[src/rtl/sysport_regs.sv]
module sysport_regs #(
  parameter int          AW        = 16,
  parameter logic [15:0] A_PORT92  = 16'h0092,
  parameter logic [15:0] A_CPUCFG  = 16'h0800,
  parameter logic [15:0] A_FEAT    = 16'h0802,
  parameter logic [15:0] A_STAT    = 16'h0803,
  parameter logic [15:0] A_XFEAT   = 16'h0804,
  parameter logic [15:0] A_LIGHT   = 16'h0808,
  parameter logic [15:0] A_LOCK1   = 16'h0810,
  parameter logic [15:0] A_LOCK2   = 16'h0812,
  parameter logic [15:0] A_INVAL   = 16'h0814,
  parameter logic [15:0] A_SYSCTL  = 16'h081C,
  parameter logic [15:0] A_CSTAT   = 16'h081D,
  parameter logic [15:0] A_MAP     = 16'h0850,
  parameter logic [7:0]  V_CPUCFG  = 8'hEF,
  parameter logic [7:0]  V_FEAT    = 8'hAD,
  parameter logic [7:0]  V_STAT    = 8'hE0,
  parameter logic [7:0]  V_XFEAT   = 8'h39,
  parameter logic [7:0]  V_CSTAT   = 8'h03
) (
  input  logic          clk,
  input  logic          rst_n,
  input  logic [AW-1:0] addr,
  input  logic [7:0]    wdata,
  input  logic          wr_en,
  input  logic          rd_en,
  output logic [7:0]    rdata,
  output logic          cpu_reset,
  output logic          map_mode,
  output logic          activity_led,
  output logic          lock1_toggle,
  output logic          lock2_toggle
);

  localparam logic [7:0] UNMAPPED = 8'hFF;

  logic       endian_q;
  logic [3:0] sysctl_q;
  logic [7:0] rd_mux;

  wire hit_lock1 = wr_en && (addr == AW'(A_LOCK1));
  wire hit_lock2 = wr_en && (addr == AW'(A_LOCK2));

  always_comb begin
    case (addr)
      AW'(A_PORT92): rd_mux = {6'b0, endian_q, 1'b0};
      AW'(A_CPUCFG): rd_mux = V_CPUCFG;
      AW'(A_FEAT):   rd_mux = V_FEAT;
      AW'(A_STAT):   rd_mux = V_STAT;
      AW'(A_XFEAT):  rd_mux = V_XFEAT;
      AW'(A_SYSCTL): rd_mux = {4'b0, sysctl_q};
      AW'(A_CSTAT):  rd_mux = V_CSTAT;
      AW'(A_MAP):    rd_mux = {7'b0, map_mode};
      default:       rd_mux = UNMAPPED;
    endcase
  end

  always_ff @(posedge clk or negedge rst_n) begin
    if (!rst_n) begin
      cpu_reset    <= 1'b0;
      endian_q     <= 1'b0;
      activity_led <= 1'b0;
      sysctl_q     <= 4'h0;
      map_mode     <= 1'b0;
      lock1_toggle <= 1'b0;
      lock2_toggle <= 1'b0;
      rdata        <= 8'h00;
    end else begin
      lock1_toggle <= hit_lock1;
      lock2_toggle <= hit_lock2;
      if (wr_en) begin
        case (addr)
          AW'(A_PORT92): begin
            cpu_reset <= wdata[0];
            endian_q  <= wdata[1];
          end
          AW'(A_LIGHT):  activity_led <= wdata[0];
          AW'(A_SYSCTL): sysctl_q     <= wdata[3:0];
          AW'(A_MAP):    map_mode     <= wdata[0];
          default: ;
        endcase
      end
      if (rd_en) rdata <= rd_mux;
    end
  end

endmodule

[config.mk]
export PLATFORM = sky130hd
export DESIGN_NAME = sysport_regs
export DESIGN_NICKNAME = d
export VERILOG_FILES = /design/src/rtl/sysport_regs.sv
export SDC_FILE = /design/constraint.sdc
export NUM_CORES = 1
export LEC_CHECK = 0
export ABC_CLOCK_PERIOD_IN_PS = 1100
export BUFFER_PORTS_ARGS = -buffer_cell sky130_fd_sc_hd__buf_2
export CORE_ASPECT_RATIO = 0.9
export CORE_UTILIZATION = 40
export CTS_CLUSTER_DIAMETER = 200
export DETAILED_ROUTE_END_ITERATION = 10
export PLACE_DENSITY = 0.74
export SETUP_SLACK_MARGIN = 0.4
export SYNTH_ARGS = -nofsm -noshare
export SYNTH_HDL_FRONTEND = slang
export SYNTH_SLANG_ARGS = --single-unit
[constraint.sdc]
create_clock -name clk -period 1.1 [get_ports clk]
set_clock_uncertainty 0.2 [all_clocks]
set_input_delay 0.22 -clock clk [delete_from_list [all_inputs] [get_ports clk]]
set_output_delay 0.22 -clock clk [all_outputs]
set_load 0.01 [all_outputs]
==> qor.txt <==
initial antenna violation count - 0
required arrival time at the worst endpoint - 1080 ps
number of standard-cell rows in the floorplan - 17
pre-CTS worst setup slack - -808 ps
share of cells above drive strength 1 - 65.2%
number of buffers created by CTS - 3
arrival time worst endpoint - 1550 ps
number of storage elements in the synthesis netlist - 18
number of buffers between clock root and the deepest sink - 2
number of endpoints failing setup at the final stage - 31
antenna viol nets, final - 0
number of global-route vias before repair - 1158
clock tree from TritonCTS - built
nets@finish - 208
average via count per standard cell - 5.40
count of mapped cells out of synthesis - 107
vias after detailed routing - 1113
part of the Yosys area used for sequential elements - 42.4%
worst min-delay path category - primary input to async pin
kind of critical path - primary input to register
worst slack on hold paths - -358 ps
effective utilization at floorplan - 42.7%
clock root buffer master - sky130_fd_sc_hd__clkbuf_4
area of the placeable core - 2490 um^2
cell area after synthesis - 1060 um^2
final count of hold timing violations - 22
share of the clock period used by the worst path after layout - 142%
number of fill cells - 182
Initial DRC Count - 29
H-tree depth - 1
element type at the critical path end - register
post-layout min period - 1560 ps
Post-Synthesis Net Count - 135
final non-filler cell total - 206
horizontal die dimension - 56.3 um
crit path launch type - primary input
clock sink count - 18
slew at the pin closest to its max-slew limit - 435 ps
wire length after detailed routing - 3.24 mm
number of antenna repair diodes - 0
normalized max-slew margin - 70.8%
global-route wire length before repair - 5.42 mm
number of top-level design ports - 41
buffers added on ports - 36
Highest Clock Rate - 640 MHz
Total Power - 1.23 mW
status - finished, violations left
unrepaired setup endpoints after global routing - yes
failing checks - negative hold slack, negative setup slack
Final Worst Setup Slack - -463 ps
y dimension of the die - 50.9 um
Synth-to-Final Area Change - 61.1%
1st-pass router iterations - 4
dominant cells by area after synthesis - sky130_fd_sc_hd__dfrtp_1, sky130_fd_sc_hd__mux2_2, sky130_fd_sc_hd__nor2_1
total of max-cap violations - 0
average routed wire per standard cell - 15.7 um
fraction of registers with async set/reset - 100%
total overflow reported by the global router - 0
sum of net half-perimeters after detailed placement - 2.25 mm
Synthesis Warnings - 0
Final Cell Area - 1710 um^2
clock insertion delay at the later pin of the skew report - 290 ps
number of cell instances on the worst register-to-register path - 4
leading cell type by number of instances after synthesis - sky130_fd_sc_hd__dfrtp_1
clock-pin slew of the registers on the worst-case setup and hold paths - 90 ps
area share of the largest cell type after synthesis - 42.4%
Post-DP Area - 1480 um^2
count of distinct cell types in the synthesized netlist - 35
worst ir drop on vdd - 0.623 mV
Max Fanout on Critical Path - 5
number of enable-type register cells in the synthesized netlist - 0
DRC - 0
synth cell count leaders - sky130_fd_sc_hd__dfrtp_1, sky130_fd_sc_hd__nor2_1, sky130_fd_sc_hd__nand2_1
top cell type by total area after synthesis - sky130_fd_sc_hd__dfrtp_1
Final Max Tran Viols - 0
pin count of the biggest net entering global routing - 19
ratio of total power to cell area - 720 nW/um^2
total placed cells including tap cells - 192
global routing usage summed across all routing layers - 25.2%
static leakage power - 0.766 nW
synthesized area divided by synthesized cell count - 9.93 um^2
commonest register cell after synthesis - sky130_fd_sc_hd__dfrtp_1
placer's final routability congestion estimate - 0.863
die outline area - 2870 um^2
final timing paths:
path                                          from                      end  slack [ps]
max                                       addr[14]  sysctl_q[1]$_DFFE_PN0P_        -460
min                                          rst_n   lock2_toggle$_DFF_PN0_        -360
max in group asynchronous                    rst_n     endian_q$_DFFE_PN0P_         770
min reg2reg                   rdata[2]$_DFFE_PN0P_     rdata[2]$_DFFE_PN0P_         310
min in group clk                          wdata[3]  sysctl_q[3]$_DFFE_PN0P_         -40
max reg2reg                sysctl_q[0]$_DFFE_PN0P_     rdata[0]$_DFFE_PN0P_        -250
registers in the layout (all words and copies together), names as in the netlist:
signal	flops
lock2_toggle	1
endian_q	1
rdata	8
lock1_toggle	1
sysctl_q	4
map_mode	1
activity_led	1
cpu_reset	1
cells in the final DEF, fill, tap and decap left out, types with 6 or more instances in the layout:
cell	synthesis	layout
sky130_fd_sc_hd__nand2_1	11	7
sky130_fd_sc_hd__nor2_1	15	13
sky130_fd_sc_hd__a21oi_2	6	7
sky130_fd_sc_hd__buf_6	2	6
sky130_fd_sc_hd__buf_2	1	31
sky130_fd_sc_hd__buf_4	0	33
sky130_fd_sc_hd__mux2_2	9	7
sky130_fd_sc_hd__dfrtp_1	18	18
stage by stage:
| step | TNS, ps | util (%) |
|---|---|---|
| floorplan | -8540 | - |
| global placement | -12780 | 59.6 |
| detailed placement | -12880 | 59.6 |
| CTS | -7970 | 67.6 |
| global route | -9890 | 68.8 |
| finish | -8750 | 68.8 |
worst max-delay path, cell delays in order:
cell and delay [ps]:
sky130_fd_sc_hd__buf_8 100, sky130_fd_sc_hd__nor4_4 350, sky130_fd_sc_hd__nand4b_1 160, sky130_fd_sc_hd__buf_6 170, sky130_fd_sc_hd__nor3_4 120, sky130_fd_sc_hd__nand2_2 110, sky130_fd_sc_hd__mux2_4 320
cell families after synthesis:
group	synth area share [%]
buf+inv	3.30
mux	9.54
flops	42.4
simple gates	32.4
compound gates	12.4
cell type report:
class                           instances  area (um^2)  area share [%]
Clock buffer                            3         22.5            1.32
Sequential cell                        18          450            26.3
Inverter                                1         3.75           0.219
Tap cell                               28         35.0            2.05
Timing Repair Buffer                   72          500            29.2
Multi-Input combinational cell         84          699            40.9
what timing repair did:
item | 4_1_cts | 5_1_grt
setup buffers | 9 | 2
pin swaps | 14 | 3
setup endpoints to repair | 31 | 31
resized for setup | 25 | 3
hold endpoints to repair | 22 | 22
routing by layer:
layer / track usage [%] / routed length [um] / share of wire (%)
met5: 0 / 0 / 0
met4: 7.32 / 66 / 2.0
met3: 7.59 / 178 / 5.5
met2: 42.1 / 1560 / 48
met1: 31.9 / 1430 / 44
power breakdown:
part | leakage [nW] | total (mW) | internal [mW] | switching, mW
Clock | 0.0138 | 0.322 | 0.128 | 0.194
Sequential | 0.210 | 0.661 | 0.661 | 0.0000989
Combinational | 0.543 | 0.250 | 0.119 | 0.131
No activity file was read; power rests on OpenSTA's default activity.
